$ cat src/rtl/alu_pkg.sv
package alu_pkg;

    localparam int DATA_W = 8;
    localparam int NIB_W  = DATA_W / 2;
    localparam int NFLAG  = 4;

    // positions inside the status byte
    localparam int FLG_C  = 0;
    localparam int FLG_AC = 1;
    localparam int FLG_Z  = 2;
    localparam int FLG_OV = 3;
    localparam int FLG_PD = 4;
    localparam int FLG_TO = 5;

    typedef enum logic [3:0] {
        OP_NOP = 4'd0,
        OP_ADD = 4'd1,
        OP_ADC = 4'd2,
        OP_SUB = 4'd3,
        OP_SBC = 4'd4,
        OP_DAA = 4'd5,
        OP_AND = 4'd6,
        OP_OR  = 4'd7,
        OP_XOR = 4'd8,
        OP_CPL = 4'd9,
        OP_RL  = 4'd10,
        OP_RR  = 4'd11,
        OP_RLC = 4'd12,
        OP_RRC = 4'd13,
        OP_INC = 4'd14,
        OP_DEC = 4'd15
    } alu_op_e;

    // the four flags an operation may touch, in status order
    typedef struct packed {
        logic ov;
        logic z;
        logic ac;
        logic c;
    } arith_flags_t;

    typedef struct packed {
        logic [1:0] rsvd;
        logic       to;
        logic       pd;
        logic       ov;
        logic       z;
        logic       ac;
        logic       c;
    } status_t;

    typedef struct packed {
        logic pwr_up;
        logic wdt_clr;
        logic halt;
        logic wdt_tmo;
    } sys_events_t;

    // which arithmetic flags an opcode is allowed to write
    function automatic arith_flags_t flag_mask(input alu_op_e op);
        arith_flags_t m;
        m = '0;
        unique case (op)
            OP_ADD, OP_ADC, OP_SUB, OP_SBC: m = '{ov: 1'b1, z: 1'b1, ac: 1'b1, c: 1'b1};
            OP_DAA, OP_RLC, OP_RRC:         m.c = 1'b1;
            OP_AND, OP_OR, OP_XOR,
            OP_CPL, OP_INC, OP_DEC:         m.z = 1'b1;
            default:                        m = '0;
        endcase
        return m;
    endfunction

    function automatic logic uses_addsub(input alu_op_e op);
        return (op == OP_ADD) || (op == OP_ADC) || (op == OP_SUB) || (op == OP_SBC);
    endfunction

endpackage

$ cat src/rtl/alu_addsub.sv
module alu_addsub
    import alu_pkg::*;
#(
    parameter int W = DATA_W
) (
    input  logic [W-1:0] a,
    input  logic [W-1:0] b,
    input  logic         sub,
    input  logic         cin,
    output logic [W-1:0] res,
    output logic         c_out,
    output logic         ac_out,
    output logic         ov_out
);
    localparam int NIB = W / 2;

    logic [W-1:0] bx;
    logic [NIB:0] lo_sum;
    logic [W-1:0] top_in_sum;
    logic [W:0]   full_sum;

    // subtraction runs as a + ~b + cin, so every carry reads as "no borrow"
    assign bx         = sub ? ~b : b;
    assign lo_sum     = {1'b0, a[NIB-1:0]} + {1'b0, bx[NIB-1:0]} + {{NIB{1'b0}}, cin};
    assign top_in_sum = {1'b0, a[W-2:0]} + {1'b0, bx[W-2:0]} + {{(W-1){1'b0}}, cin};
    assign full_sum   = {1'b0, a} + {1'b0, bx} + {{W{1'b0}}, cin};

    assign res    = full_sum[W-1:0];
    assign c_out  = full_sum[W];
    assign ac_out = lo_sum[NIB];
    assign ov_out = full_sum[W] ^ top_in_sum[W-1];

endmodule

$ cat src/rtl/alu_daa.sv
module alu_daa
    import alu_pkg::*;
#(
    parameter int W = DATA_W
) (
    input  logic [W-1:0] a,
    input  logic         c_in,
    input  logic         ac_in,
    output logic [W-1:0] res,
    output logic         c_out
);
    localparam int NIB = W / 2;
    localparam logic [NIB-1:0] DIGIT_MAX = NIB'(9);
    localparam logic [W:0]     LO_FIX    = (W+1)'(6);
    localparam logic [W:0]     HI_FIX    = (W+1)'(6) << NIB;

    logic       adj_lo;
    logic       adj_hi;
    logic [W:0] step1;
    logic [W:0] step2;

    assign adj_lo = (a[NIB-1:0] > DIGIT_MAX) || ac_in;
    assign step1  = {1'b0, a} + (adj_lo ? LO_FIX : '0);
    assign adj_hi = (step1[W-1:NIB] > DIGIT_MAX) || c_in;
    assign step2  = {1'b0, step1[W-1:0]} + (adj_hi ? HI_FIX : '0);

    assign res   = step2[W-1:0];
    assign c_out = c_in | step1[W] | step2[W];

endmodule

$ cat src/rtl/alu_bitops.sv
module alu_bitops
    import alu_pkg::*;
#(
    parameter int W = DATA_W
) (
    input  alu_op_e      op,
    input  logic [W-1:0] a,
    input  logic [W-1:0] b,
    input  logic         cin,
    output logic [W-1:0] res,
    output logic         c_out
);
    always_comb begin
        res   = a;
        c_out = cin;
        unique case (op)
            OP_AND: res = a & b;
            OP_OR:  res = a | b;
            OP_XOR: res = a ^ b;
            OP_CPL: res = ~a;
            OP_INC: res = a + W'(1);
            OP_DEC: res = a - W'(1);
            OP_RL:  res = {a[W-2:0], a[W-1]};
            OP_RR:  res = {a[0], a[W-1:1]};
            OP_RLC: begin
                res   = {a[W-2:0], cin};
                c_out = a[W-1];
            end
            OP_RRC: begin
                res   = {cin, a[W-1:1]};
                c_out = a[0];
            end
            default: res = a;
        endcase
    end

endmodule

$ cat src/rtl/alu_status_reg.sv
module alu_status_reg
    import alu_pkg::*;
(
    input  logic         clk,
    input  logic         rst,
    input  arith_flags_t upd_mask,
    input  arith_flags_t upd_val,
    input  logic         wr_en,
    input  arith_flags_t wr_val,
    input  sys_events_t  ev,
    output status_t      st
);
    logic [NFLAG-1:0] cur_f;
    logic [NFLAG-1:0] nxt_f;
    logic             pd_q;
    logic             to_q;
    logic             pd_d;
    logic             to_d;

    // per flag: software write, else ALU update when masked in, else hold
    for (genvar i = 0; i < NFLAG; i++) begin : g_flag
        assign nxt_f[i] = wr_en       ? wr_val[i]  :
                          upd_mask[i] ? upd_val[i] : cur_f[i];
    end

    // clearing events take priority over setting events
    always_comb begin
        pd_d = pd_q;
        if (ev.pwr_up || ev.wdt_clr) pd_d = 1'b0;
        else if (ev.halt)            pd_d = 1'b1;

        to_d = to_q;
        if (ev.pwr_up || ev.wdt_clr || ev.halt) to_d = 1'b0;
        else if (ev.wdt_tmo)                    to_d = 1'b1;
    end

    always_ff @(posedge clk) begin
        if (rst) begin
            cur_f <= '0;
            pd_q  <= 1'b0;
            to_q  <= 1'b0;
        end else begin
            cur_f <= nxt_f;
            pd_q  <= pd_d;
            to_q  <= to_d;
        end
    end

    always_comb begin
        st      = '0;
        st.c    = cur_f[FLG_C];
        st.ac   = cur_f[FLG_AC];
        st.z    = cur_f[FLG_Z];
        st.ov   = cur_f[FLG_OV];
        st.pd   = pd_q;
        st.to   = to_q;
    end

endmodule

$ cat src/rtl/alu_status_unit.sv
module alu_status_unit
    import alu_pkg::*;
(
    input  logic                clk,
    input  logic                rst,
    input  logic [3:0]          opcode,
    input  logic [DATA_W-1:0]   opa,
    input  logic [DATA_W-1:0]   opb,
    input  logic                stat_we,
    input  logic [DATA_W-1:0]   stat_wdata,
    input  logic                ev_powerup,
    input  logic                ev_wdt_clr,
    input  logic                ev_halt,
    input  logic                ev_wdt_tmo,
    output logic [DATA_W-1:0]   result,
    output logic                zero,
    output logic [DATA_W-1:0]   status
);
    alu_op_e      op;
    status_t      st;
    arith_flags_t mask;
    arith_flags_t vals;
    arith_flags_t wr_flags;
    sys_events_t  evs;

    logic [DATA_W-1:0] as_res;
    logic              as_c, as_ac, as_ov, as_sub, as_cin;
    logic [DATA_W-1:0] daa_res;
    logic              daa_c;
    logic [DATA_W-1:0] bo_res;
    logic              bo_c;
    logic              wdata_unused;

    assign op = alu_op_e'(opcode);

    assign as_sub = (op == OP_SUB) || (op == OP_SBC);
    assign as_cin = (op == OP_ADD) ? 1'b0 :
                    (op == OP_SUB) ? 1'b1 : st.c;

    alu_addsub #(.W(DATA_W)) u_addsub (
        .a      (opa),
        .b      (opb),
        .sub    (as_sub),
        .cin    (as_cin),
        .res    (as_res),
        .c_out  (as_c),
        .ac_out (as_ac),
        .ov_out (as_ov)
    );

    alu_daa #(.W(DATA_W)) u_daa (
        .a     (opa),
        .c_in  (st.c),
        .ac_in (st.ac),
        .res   (daa_res),
        .c_out (daa_c)
    );

    alu_bitops #(.W(DATA_W)) u_bitops (
        .op    (op),
        .a     (opa),
        .b     (opb),
        .cin   (st.c),
        .res   (bo_res),
        .c_out (bo_c)
    );

    always_comb begin
        if (uses_addsub(op))     result = as_res;
        else if (op == OP_DAA)   result = daa_res;
        else                     result = bo_res;
    end

    assign zero = (result == '0);
    assign mask = flag_mask(op);

    always_comb begin
        vals.z  = zero;
        vals.ov = as_ov;
        vals.ac = as_ac;
        if (uses_addsub(op))   vals.c = as_c;
        else if (op == OP_DAA) vals.c = daa_c;
        else                   vals.c = bo_c;
    end

    assign wr_flags     = arith_flags_t'(stat_wdata[NFLAG-1:0]);
    assign wdata_unused = ^stat_wdata[DATA_W-1:NFLAG];
    assign evs          = '{pwr_up: ev_powerup, wdt_clr: ev_wdt_clr,
                            halt: ev_halt, wdt_tmo: ev_wdt_tmo};

    alu_status_reg u_status (
        .clk      (clk),
        .rst      (rst),
        .upd_mask (mask),
        .upd_val  (vals),
        .wr_en    (stat_we),
        .wr_val   (wr_flags),
        .ev       (evs),
        .st       (st)
    );

    assign status = st;

endmodule

$ cat config.mk
export PLATFORM = sky130hd
export DESIGN_NAME = alu_status_unit
export DESIGN_NICKNAME = d
export VERILOG_FILES = /design/src/rtl/alu_pkg.sv /design/src/rtl/alu_addsub.sv /design/src/rtl/alu_daa.sv /design/src/rtl/alu_bitops.sv /design/src/rtl/alu_status_reg.sv /design/src/rtl/alu_status_unit.sv
export SDC_FILE = /design/constraint.sdc
export NUM_CORES = 1
export LEC_CHECK = 0
export BUFFER_PORTS_ARGS = -buffer_cell sky130_fd_sc_hd__buf_2
export CORE_ASPECT_RATIO = 0.5
export CORE_UTILIZATION = 35
export CTS_CLUSTER_SIZE = 24
export DETAILED_ROUTE_END_ITERATION = 7
export GPL_TIMING_DRIVEN = 0
export HOLD_SLACK_MARGIN = 0.08
export MAX_ROUTING_LAYER = met4
export PLACE_DENSITY = 0.62
export SLEW_MARGIN = 10
export SYNTH_ARGS = -nofsm -noshare
export SYNTH_HDL_FRONTEND = slang
export SYNTH_HIERARCHICAL = 1
export SYNTH_SLANG_ARGS = --single-unit
$ cat constraint.sdc
create_clock -name clk -period 3.5 [get_ports clk]
set_input_delay 0.175 -clock clk [delete_from_list [all_inputs] [get_ports clk]]
set_output_delay 0.175 -clock clk [all_outputs]
set_load 0.005 [all_outputs]
Word-level counts from Yosys, hierarchy flattened
Index checks and enable logic that the tools add are counted.

cells by class
  add/sub/neg operators = 10
  order comparisons = 2
  eq/ne operators = 15
  mux-type cells = 22
  bitwise logic cells = 8
  reductions and logical operators = 19

operators by type and width
  cell                                                  count
  case mux 8 bit (10 select lines)                      1
  equality test 4 bit (second input constant)           8
  two-way mux 8 bit                                     3
  adder 8 x 9 -> 9 bit                                  2
  equality test 4 x 3 -> 1 bit (second input constant)  4
  NOT 8 bit                                             2
  two-way mux 1 bit                                     15
  OR reduction 10 bit                                   1
  adder 8 x 8 -> 9 bit                                  1
  adder 9 x 1 -> 9 bit                                  1
  adder 7 x 7 -> 8 bit                                  1
  adder 8 x 1 -> 8 bit                                  1
  adder 8 x 1 -> 8 bit (second input constant)          1
  AND 8 bit                                             1
  equality test 4 x 2 -> 1 bit (second input constant)  2
  > comparator 4 bit (second input constant)            2
  logical NOT 8 bit                                     1
  logical OR 1 bit                                      8
  bitwise OR 8 bit                                      1
  subtractor 8 x 1 -> 8 bit (second input constant)     1
  bitwise XOR 8 bit                                     1
  two-way mux 7 bit                                     1
  OR reduction 7 bit                                    1
  nonzero test 2 bit                                    3
  other kinds (11)                                      13

storage, ports and cells
  bits in registers = 6
  input port bits = 35
  output and inout port bits = 17
  logic and storage cells = 81

Logic depth before layout (Yosys ltp)
Gate-level depths: netlist of run 1.

  depth in word-level cells = 13
  gate-level depth with buffers = 18
  gate-level depth less buffers = 18

By module
Netlist of run 1, hierarchy kept.

modules (own cells, without submodules)
  module           times used  cells an instance  area an instance (um^2)
  alu_bitops       1           199                1,281.2
  alu_addsub       1           49                 412.9
  alu_status_unit  1           56                 399.1
  alu_status_reg   1           28                 276.5
  alu_daa          1           33                 272.8

Least setup slack after synthesis of run 1
OpenSTA, ideal clock, no wires.

  path type = register -> register
  start point = register u_status.cur_f[1]
  end point = register u_status.cur_f[2]
  arrival time = 3.770 ns
  data required time = 3.414 ns
  path slack = -0.356 ns
  stages on the path, launching flop included = 18
  buffers on the path = 0
  period minus slack after synthesis = 3.856 ns
  path through = dfxtp_1 > nand2b_1 > ha_1 > fa_1 > nand3_1 > xnor2_1 > nor2_1 > a2bb2oi_1 > ha_1 > inv_1 > fa_1 > xnor2_1 > mux2_2 > mux2_2 > or4_1 > a21oi_1 > mux2i_1 > a211oi_1

between the ends
  word-level cells in the longest chain between the ends = 12

ends and longest elaborated chain
  what                    RTL line               source
  start, declared         alu_status_reg.sv:13   logic [NFLAG-1:0] cur_f;
  start signal, assigned  alu_status_reg.sv:43   cur_f <= nxt_f;
  logical OR 1 bit *      alu_daa.sv:22          assign adj_lo = (a[NIB-1:0] > DIGIT_MAX) || ac_in;
  two-way mux 3 bit *     alu_daa.sv:23          assign step1 = {1'b0, a} + (adj_lo ? LO_FIX : '0);
  adder 8 x 9 -> 9 bit *  alu_daa.sv:23
  > comparator 4 bit      alu_daa.sv:24          assign adj_hi = (step1[W-1:NIB] > DIGIT_MAX) || c_in;
  logical OR 1 bit        alu_daa.sv:24
  two-way mux 7 bit       alu_daa.sv:25          assign step2 = {1'b0, step1[W-1:0]} + (adj_hi ? HI_FIX : '0);
  adder 8 x 9 -> 9 bit *  alu_daa.sv:25
  net daa_res[7]          alu_status_unit.sv:28  logic [DATA_W-1:0] daa_res;
  two-way mux 8 bit *     alu_status_unit.sv:70  else if (op == OP_DAA) result = daa_res;
  two-way mux 8 bit *     alu_status_unit.sv:69  if (uses_addsub(op)) result = as_res;
  net result[7]           alu_status_unit.sv:15  output logic [DATA_W-1:0] result,
  logical NOT 8 bit *     alu_status_unit.sv:74  assign zero = (result == '0);
  net zero                alu_status_unit.sv:16  output logic zero,
  two-way mux 1 bit *     alu_status_reg.sv:23   upd_mask[i] ? upd_val[i] : cur_f[i];
  two-way mux 1 bit *     alu_status_reg.sv:22   assign nxt_f[i] = wr_en ? wr_val[i] :

The timed path passes the listed nets; every way through them passes the cells marked *. The select of a mux whose other input is x is not followed.
A chain may end at the register's enable or synchronous reset.

Final worst setup path of run 1
  start point = register u_status.cur_f[1]
  end point = output zero

between the ends
  word-level cells in the longest chain between the ends = 10

ends and longest elaborated chain
  what                    RTL line
  logical OR 1 bit *      alu_daa.sv:22
  two-way mux 3 bit *     alu_daa.sv:23
  adder 8 x 9 -> 9 bit *  alu_daa.sv:23
  > comparator 4 bit      alu_daa.sv:24
  logical OR 1 bit        alu_daa.sv:24
  two-way mux 7 bit       alu_daa.sv:25
  adder 8 x 9 -> 9 bit *  alu_daa.sv:25
  net daa_res[7]          alu_status_unit.sv:28
  two-way mux 8 bit *     alu_status_unit.sv:70
  two-way mux 8 bit *     alu_status_unit.sv:69
  logical NOT 8 bit *     alu_status_unit.sv:74
  end, declared           alu_status_unit.sv:16

The timed path passes the listed nets; every way through them passes the cells marked *.

==> results of run 1 <==
-- cells in the mapped netlist (7+ instances only) --
| library cell | n |
|---|---|
| sky130_fd_sc_hd__nand2_1 | 19 |
| sky130_fd_sc_hd__mux2_2 | 9 |
| sky130_fd_sc_hd__nor3_1 | 9 |
| sky130_fd_sc_hd__clkbuf_1 | 14 |
| sky130_fd_sc_hd__mux2i_1 | 15 |
| sky130_fd_sc_hd__a21oi_1 | 27 |
| sky130_fd_sc_hd__xor2_1 | 13 |
| sky130_fd_sc_hd__nor2_1 | 22 |
| sky130_fd_sc_hd__xnor2_1 | 11 |
| sky130_fd_sc_hd__o21ai_0 | 11 |
| sky130_fd_sc_hd__inv_1 | 26 |
| sky130_fd_sc_hd__nand4_1 | 8 |
| sky130_fd_sc_hd__ha_1 | 28 |
| sky130_fd_sc_hd__a211oi_1 | 11 |
| sky130_fd_sc_hd__nand3_1 | 7 |
| sky130_fd_sc_hd__nor2b_1 | 15 |
-- critical path, stage by stage (launching register included) --
cell and delay, ns:
sky130_fd_sc_hd__dfxtp_2 0.31, sky130_fd_sc_hd__nand2b_4 0.17, sky130_fd_sc_hd__ha_4 0.17, sky130_fd_sc_hd__fa_2 0.38
sky130_fd_sc_hd__nand3_2 0.09, sky130_fd_sc_hd__xnor2_2 0.13, sky130_fd_sc_hd__nor2_2 0.07, sky130_fd_sc_hd__a2bb2oi_2 0.17
sky130_fd_sc_hd__ha_2 0.21, sky130_fd_sc_hd__inv_2 0.04, sky130_fd_sc_hd__fa_2 0.33, sky130_fd_sc_hd__xnor2_1 0.13
sky130_fd_sc_hd__mux2_4 0.26, sky130_fd_sc_hd__mux2_4 0.27, sky130_fd_sc_hd__or4_4 0.44, sky130_fd_sc_hd__a21oi_4 0.14
sky130_fd_sc_hd__buf_2 0.14
-- kinds of logic (layout without fill, tap and decap cells) --
family / Yosys count / count (layout) / share of synthesized area (%)
adders and majority gates: 32 / 32 / 16.3
and+or+nand+nor: 115 / 115 / 24.7
AOI/OAI and AO/OA: 100 / 100 / 24.9
buffers and inverters: 61 / 118 / 11.0
DFF: 6 / 6 / 4.55
xor gates and xnor gates: 24 / 24 / 7.95
other: 1 / 2 / 0.142
muxes: 26 / 26 / 10.5
-- final cells by class --
cell class / instances / area, um^2 / share of cell area [%]
multi-input cells: 299 / 2340 / 72.2
repair buffers: 54 / 298 / 9.17
plain buffers: 32 / 185 / 5.70
flip-flops and latches: 6 / 121 / 3.74
well taps: 92 / 115 / 3.55
inverters: 29 / 109 / 3.35
clock buffers: 3 / 75.1 / 2.31
-- sequential cells by signal (all words and copies together), names as in the netlist --
name            flops
u_status/pd_q       1
u_status/cur_f      4
u_status/to_q       1
-- worst min path at each step --
stage	to	slack, ns	cells past startpoint
finish	u_status/pd_q$_SDFFE_PP0P_	0.13	2
global route	u_status/to_q$_SDFFE_PP0P_	0.14	2
CTS	u_status/pd_q$_SDFFE_PP0P_	0.12	2
detailed placement	u_status/pd_q$_SDFFE_PP0P_	0.36	2
global placement	u_status/pd_q$_SDFFE_PP0P_	0.36	2
floorplan	u_status/cur_f[0]$_SDFFE_PP0P_	0.25	1
-- placed cells by master, fill, tap and decap left out, drive strengths merged, types with 3 or more instances in the layout --
| cell type | count |
|---|---|
| xor2 | 13 |
| o31ai | 3 |
| nor3 | 10 |
| nor3b | 3 |
| nor2 | 23 |
| nand2b | 6 |
| buf | 72 |
| o211ai | 5 |
| nand4 | 8 |
| and3 | 4 |
| fa | 4 |
| a211oi | 11 |
| nor2b | 15 |
| ha | 28 |
| a21oi | 28 |
| inv | 29 |
| xnor2 | 11 |
| mux2i | 15 |
| a21o | 8 |
| nand3 | 8 |
| clkbuf | 17 |
| a31oi | 6 |
| o22ai | 4 |
| or3 | 3 |
| dfxtp | 6 |
| nand2 | 20 |
| o21ai | 17 |
| mux2 | 11 |
| nor4 | 4 |
-- per-stage QoR --
stage / util [%] / cells / power, uW
floorplan: - / 366 / 400
global placement: 43.6 / 501 / 528
detailed placement: 43.6 / 501 / 531
CTS: 45.8 / 513 / 737
global route: 46.5 / 515 / 808
finish: 46.5 / 515 / 748
-- what timing repair did --
action / in CTS / in global routing
setup buffers: 9 / 2
hold buffers: 0 / 0
gates cloned: 0 / 0
hold endpoints to repair: 0 / 0
pin swaps: 8 / 2
gates resized for setup: 5 / 10
endpoints found under the setup margin: 4 / 5
-- routing by layer --
metal,routed length (um),vias up
li1,-,1422
met1,3980,1301
met2,3510,86
met3,403,10
met4,70,0
met5,0,-
-- power by group through the flow --
| stage | clock network [uW] | logic, uW | registers (uW) |
|---|---|---|---|
| 6_report | 183 | 487 | 78.4 |
| 4_1_cts | 185 | 474 | 78.4 |
| 2_1_floorplan | 0 | 321 | 78.3 |
| 3_5_place_dp | 0 | 452 | 79.2 |
| 5_1_grt | 189 | 540 | 79.4 |
| 3_3_place_gp | 0 | 448 | 79.4 |
==> impl_results.rst, run 1 <==
.. list-table::
   :header-rows: 1

   * - Metric
     - Value
   * - Relative contribution of sequential cells to total power
     - 10.5%
   * - Number of nets in the finished design
     - 492
   * - Overflow left after global routing
     - 0
   * - CTS tree
     - yes
   * - I/O pin cnt
     - 52
   * - Deepest clock path buffer count
     - 2
   * - Sequential area share after synthesis
     - 4.55%
   * - Power per unit of standard cell area
     - 230 nW/um^2
   * - Fraction of layout cells with a size suffix above 1
     - 28.6%
   * - Net switching power figure
     - ~310 uW
   * - Design area
     - 3250 um^2
   * - Smallest setup slack after layout
     - -0.346 ns
   * - Max-cap check violation count
     - 0
   * - Largest voltage drop on the vdd net
     - 0.000348 V
   * - Final estimated routing congestion in global placement
     - roughly 0.86
   * - Post-synth EDFFs
     - 0
   * - Global-route met1 utilization
     - between 20% and 30%
   * - Placeable core region
     - between 6000 and 7000 um^2
   * - Final TNS setup
     - -0.600 ns
   * - Fillers
     - 736
   * - Most used flip-flop cell after synthesis
     - sky130_fd_sc_hd__dfxtp_1
   * - Highest attainable clock frequency
     - around 0.26 GHz
   * - Final Max Slew Viols
     - 0
   * - Average footprint of a synthesized cell
     - 7.24 um^2
   * - Port Buffers
     - between 40 and 50
   * - Initial antenna violation count
     - 0
   * - Die Footprint
     - between 7000 and 8000 um^2
   * - Outcome
     - complete, but fails checks
   * - Endpoint type of the worst setup path
     - output port
   * - Initial core utilization
     - 37.8%
   * - Synth area leaders
     - sky130_fd_sc_hd__ha_1, sky130_fd_sc_hd__mux2i_1, sky130_fd_sc_hd__a21oi_1, sky130_fd_sc_hd__dfxtp_1, sky130_fd_sc_hd__xor2_1
   * - Final-layout worst hold slack
     - roughly 0.13 ns
   * - Hold_sp
     - ev_wdt_clr
   * - First-pass GRT wire length
     - between 10 and 15 mm
   * - Leakage power total
     - 0.00150 uW
   * - Number of design-rule violations left by the first detailed-router iteration
     - around 150
   * - Yosys synthesis warning count
     - 6
   * - Leading area contributor after synthesis
     - sky130_fd_sc_hd__ha_1
   * - Post-synthesis cell type count
     - 69
   * - Total GRT Usage
     - 21.0%
   * - Combinational group share of total power
     - 65.1%
   * - Number of levels in the clock H-tree
     - 1
   * - TritonCTS buffer count
     - 3
   * - Mapped Area
     - 2640 um^2
   * - Critical Path AT
     - 3.67 ns
   * - Drt first pass iters
     - 6
   * - Final setup fails
     - 2
   * - X dimension of the die
     - between 100 and 150 um
   * - Antenna diode instance count
     - 0
   * - Final worst path period need
     - around 3.8 ns
   * - Via density per instance
     - between 5 and 6
   * - Violations in the final reports
     - design-rule violations, negative setup slack
   * - Met2 routing resource usage after global routing
     - between 30 and 40%
   * - Insertion delay of the later-clocked pin in the worst-skew pair
     - 0.23 ns
   * - Die H
     - 63.4 um
   * - Crit path max fanout
     - 3
   * - Setup repair after global routing missed its margin
     - true
   * - Setup crit end
     - zero
   * - Rows
     - 21
   * - Post-route antenna net violation count
     - 0
   * - Capturing point of the worst reg2reg path
     - u_status/cur_f[2]$_SDFFE_PP0P_
   * - Synthesized flop and latch total
     - 6
   * - R2r worst-path depth
     - 18
   * - Routed wire length
     - 7.97 mm
   * - Post-detailed-placement half-perimeter wirelength
     - roughly 6.3 mm
   * - Clock-pin slew on the worst setup and hold paths
     - 0.03 ns
   * - Clock tree root driver cell
     - sky130_fd_sc_hd__clkbuf_16
   * - Vias after detailed routing
     - 2819
   * - Remaining design rule violation count
     - 2
   * - Worst max-slew margin expressed relative to the limit
     - 61.1%
   * - Ratio of final minimum period to clock period
     - 110%
   * - Maximum number of pins on one net before global-route repair
     - 14
   * - Clock skew after layout
     - ~0.0011 ns
   * - DR WL/cell
     - 15.5 um
   * - Required time of the worst setup path
     - about 3.3 ns
   * - Final-report hold violation count
     - 0
   * - Met3 layer usage reported by global route
     - between 1.5 and 2%
   * - Worst Tran Pin Value
     - 0.583 ns
   * - FFs w/ async S/R, synth
     - 0%
   * - Layer carrying the most global-route usage
     - met2
   * - Layout Area Growth over Synthesis
     - 22.9%
   * - Pre-CTS setup slack
     - -0.707 ns
   * - Start-to-end type of the worst setup path
     - flop to output port
   * - Worst setup startpoint
     - u_status/cur_f[1]$_SDFFE_PP0P_
   * - Kind of path behind the tightest hold check
     - input port to flop
   * - Portion of total power attributed to the clock network
     - between 20% and 30%
   * - Worst reg-to-reg setup slack
     - -0.25 ns
   * - Via count of the first global-routing pass
     - 2695
   * - Yosys top cell area share
     - 13.3%
   * - Sw Ratio
     - 40.9%
   * - Placed cell areas
     - slightly above 3000 um^2
   * - Sinks on the clock net
     - 6
   * - Setup crit start kind
     - flop
   * - Cells after synthesis
     - 365
   * - Crit Reg-Reg Startpoint
     - u_status/cur_f[1]$_SDFFE_PP0P_
   * - Cell Int Power
     - 442 uW
No activity file was read; power rests on OpenSTA's default activity.
==> run 2: changes to the inputs <==
--- a/config.mk
+++ b/config.mk
@@ -17,5 +17,5 @@
 export SLEW_MARGIN = 10
 export SYNTH_ARGS = -nofsm -noshare
 export SYNTH_HDL_FRONTEND = slang
-export SYNTH_HIERARCHICAL = 1
 export SYNTH_SLANG_ARGS = --single-unit
+export TNS_END_PERCENT = 20
==> constraint.sdc (replaced) <==
create_clock -name clk -period 3.4 [get_ports clk]
set_input_delay 0.17 -clock clk [delete_from_list [all_inputs] [get_ports clk]]
set_output_delay 0.17 -clock clk [all_outputs]
set_load 0.005 [all_outputs]
==> impl_results.rst, run 2 <==
.. list-table::
   :header-rows: 1

   * - Metric
     - Value
   * - FFs w/ async S/R, synth
     - 0%
   * - CTS tree
     - yes
   * - Deepest clock path buffer count
     - 2
   * - Final-report hold violation count
     - 0
   * - Final core occ
     - 46.5%
   * - Worst max-slew margin expressed relative to the limit
     - 47.4%
   * - Sinks on the clock net
     - 6
   * - Via density per instance
     - 5.80
   * - Mux share of post-synthesis cell area
     - 4.14%
   * - Post-synthesis adder-cell area fraction
     - 19.2%
   * - Layout Area Growth over Synthesis
     - 24.6%
   * - Number of levels in the clock H-tree
     - 1
   * - Die H
     - 62.6 um
   * - Pre-CTS setup slack
     - -1.21 ns
   * - Area fraction in compound gates after synthesis
     - 32.4%
   * - Final TNS setup
     - -2.03 ns
   * - Post-detailed-placement half-perimeter wirelength
     - 6.94 mm
   * - Top delay family on crit path
     - simple AND/OR/NAND/NOR gates
   * - Final worst path period need
     - between 3 and 4 ns
   * - Delay of the slowest cell on the worst path
     - 0.44 ns
   * - Placeable core region
     - 6880 um^2
   * - Most frequently used cell type in the post-synthesis netlist
     - sky130_fd_sc_hd__ha_1
   * - Required time of the worst setup path
     - 3.54 ns
   * - Largest voltage drop on the vdd net
     - ~0.00014 V
   * - Most flop-heavy register
     - u_status.cur_f
   * - Final estimated routing congestion in global placement
     - 0.917
   * - Insertion delay of the later-clocked pin in the worst-skew pair
     - around 0.23 ns
   * - Synthesized-area fraction occupied by xor and xnor cells
     - 8.52%
   * - Cts hold-fix bufs
     - 0
   * - Final Max Slew Viols
     - 0
   * - Power per unit of standard cell area
     - approximately 250 nW/um^2
   * - Worst Tran Pin Value
     - 0.785 ns
   * - Mapped Area
     - 2570 um^2
   * - Most frequent cells in the layout
     - sky130_fd_sc_hd__buf_2, sky130_fd_sc_hd__ha_1, sky130_fd_sc_hd__nor2_1, sky130_fd_sc_hd__inv_1, sky130_fd_sc_hd__a21oi_1
   * - Remaining design rule violation count
     - 0
   * - Outcome
     - complete, but fails checks
   * - Drt first pass iters
     - 5
   * - Synthesized flop and latch total
     - 6
   * - Number of design-rule violations left by the first detailed-router iteration
     - 168
   * - X dimension of the die
     - between 100 and 150 um
   * - Number of nets in the finished design
     - around 470
   * - Routed wire length
     - 8.82 mm
   * - Cell with the largest stage delay on the worst path
     - sky130_fd_sc_hd__or4_4
   * - I/O pin cnt
     - 52
   * - Number of buffer and inverter instances along the worst setup path
     - 2
   * - Fraction of layout cells with a size suffix above 1
     - approximately 31%
   * - Leading area contributor after synthesis
     - sky130_fd_sc_hd__ha_1
   * - Total GRT Usage
     - 24.1%
   * - Fraction of the mapped netlist area in simple logic gates
     - 19.7%
   * - Cells after synthesis
     - roughly 350
   * - Endpoint type of the worst setup path
     - flop
   * - Rows
     - 21
   * - Sequential area share after synthesis
     - 4.67%
   * - Yosys top cell area share
     - 16.1%
   * - First-pass GRT wire length
     - 14.0 mm
   * - Vias after detailed routing
     - 2852
   * - Clock tree root driver cell
     - sky130_fd_sc_hd__clkbuf_16
   * - Port Buffers
     - 43
   * - Smallest setup slack after layout
     - -0.594 ns
   * - Post-synth EDFFs
     - 0
   * - Clock-pin slew on the worst setup and hold paths
     - 0.03 ns
   * - Largest registers in the final layout
     - u_status.cur_f x4, u_status.pd_q x1, u_status.to_q x1
   * - Synth area leaders
     - sky130_fd_sc_hd__ha_1, sky130_fd_sc_hd__xnor2_1, sky130_fd_sc_hd__dfxtp_1, sky130_fd_sc_hd__a21oi_1, sky130_fd_sc_hd__inv_1
   * - Highest attainable clock frequency
     - 0.250 GHz
   * - Most common cell after layout, fill and taps aside
     - sky130_fd_sc_hd__buf_2
   * - Most prevalent standard cell on the critical path
     - sky130_fd_sc_hd__ha_4
   * - Max reg flops
     - 4
   * - Setup crit start kind
     - flop
   * - Most instantiated cells after synthesis
     - sky130_fd_sc_hd__ha_1, sky130_fd_sc_hd__inv_1, sky130_fd_sc_hd__nor2_1
   * - Average footprint of a synthesized cell
     - 7.39 um^2
   * - Crit path max fanout
     - 3
   * - Die Footprint
     - 7710 um^2
   * - Start-to-end type of the worst setup path
     - flop to flop
   * - Maximum number of pins on one net before global-route repair
     - 12
   * - Overflow left after global routing
     - 0
   * - Most used flip-flop cell after synthesis
     - sky130_fd_sc_hd__dfxtp_1
   * - Fillers
     - 725
   * - Cell-by-cell listing of the critical path
     - nand2b_4 -> ha_4 -> inv_2 -> fa_2 -> nand3b_1 -> nor3_2 -> xnor2_1 -> a21oi_1 -> or2_4 -> ha_4 -> ha_4 -> inv_2 -> o22ai_2 -> a22oi_1 -> o32a_1 -> o221ai_2 -> nand4bb_4 -> or4_4 -> a221oi_2
   * - Critical Path AT
     - 4.14 ns
   * - Leakage power total
     - ~0.0014 uW
   * - Ratio of final minimum period to clock period
     - 117%
   * - Post-synthesis cell type count
     - 73
   * - Cell count after placement
     - 484
   * - DR WL/cell
     - 17.9 um
   * - Design area
     - roughly 3200 um^2
   * - Kind of path behind the tightest hold check
     - input port to flop
   * - Clock skew after layout
     - about 0.0008 ns
   * - Antenna diode instance count
     - 0
   * - Max-cap check violation count
     - 0
   * - Yosys synthesis warning count
     - 0
   * - Via count of the first global-routing pass
     - 2666
   * - Violations in the final reports
     - negative setup slack
   * - TritonCTS buffer count
     - 3
   * - Initial core utilization
     - 37.4%
   * - Sequential cell area
     - 124 um^2
   * - Setup repair after global routing missed its margin
     - true
   * - Placed cell areas
     - 3000 um^2
   * - Post-route antenna net violation count
     - 0
   * - Final non-filler cell total
     - ~500
   * - Final setup fails
     - 7
   * - Combinational family with the most area after synthesis
     - compound AO/OA/AOI/OAI gates
   * - Initial antenna violation count
     - 0
   * - Total area of multi-input combinational cells
     - 2340 um^2
-- run 2: what timing repair did --
action	CTS	global route
cloned	0	0
gates resized for setup	13	3
setup endpoints to repair	9	8
pin swaps	10	1
buffers inserted	5	0
-- run 2: power breakdown --
| group | leakage, uW | internal, uW | switching [uW] | total [uW] |
|---|---|---|---|---|
| sequential | 0.0000500 | 74.9 | 5.01 | 79.9 |
| clock | 0.0000370 | 151 | 37.7 | 188 |
| combinational | 0.00133 | 226 | 291 | 518 |
| total | 0.00142 | 452 | 334 | 786 |
-- run 2: final timing paths --
| check | from | endpoint | slack, ns | depth (start not counted) |
|---|---|---|---|---|
| max | u_status.cur_f[1]$_SDFFE_PP0P_ | u_status.cur_f[2]$_SDFFE_PP0P_ | -0.59 | 19 |
| max reg2reg | u_status.cur_f[1]$_SDFFE_PP0P_ | u_status.cur_f[2]$_SDFFE_PP0P_ | -0.59 | 19 |
| min reg2reg | u_status.pd_q$_SDFFE_PP0P_ | u_status.pd_q$_SDFFE_PP0P_ | 0.49 | 2 |
| min | ev_powerup | u_status.to_q$_SDFFE_PP0P_ | 0.12 | 2 |
-- run 2: layer usage --
layer | part of all wire [%] | up-vias | global-route usage, %
met5 | 0 | - | -
met4 | 0.93 | 0 | 4.22
met3 | 10 | 9 | 4.38
met2 | 41 | 142 | 34.8
met1 | 48 | 1319 | 34.8
li1 | - | 1382 | -
-- run 2: metrics by stage --
step | hold slack, ns | total power, uW
floorplan | 0.235 | 414
global placement | 0.357 | 554
detailed placement | 0.353 | 559
CTS | 0.119 | 777
global route | 0.129 | 848
finish | 0.119 | 786
-- run 2: cells by family after synthesis --
logic type,after synthesis
flops,6
compound gates,117
mux,10
buf+inv,55
other cells,1
fa+ha+maj,37
xor+xnor,25
simple gates,97
-- run 2: final cells by class --
| class | instances | share of cell area (%) |
|---|---|---|
| Tap cell | 92 | 3.59 |
| Buffer | 25 | 5.63 |
| Timing Repair Buffer | 48 | 8.01 |
| Multi-Input combinational cell | 288 | 73.0 |
| Sequential cell | 6 | 3.87 |
| Clock buffer | 3 | 2.34 |
| Inverter | 30 | 3.52 |
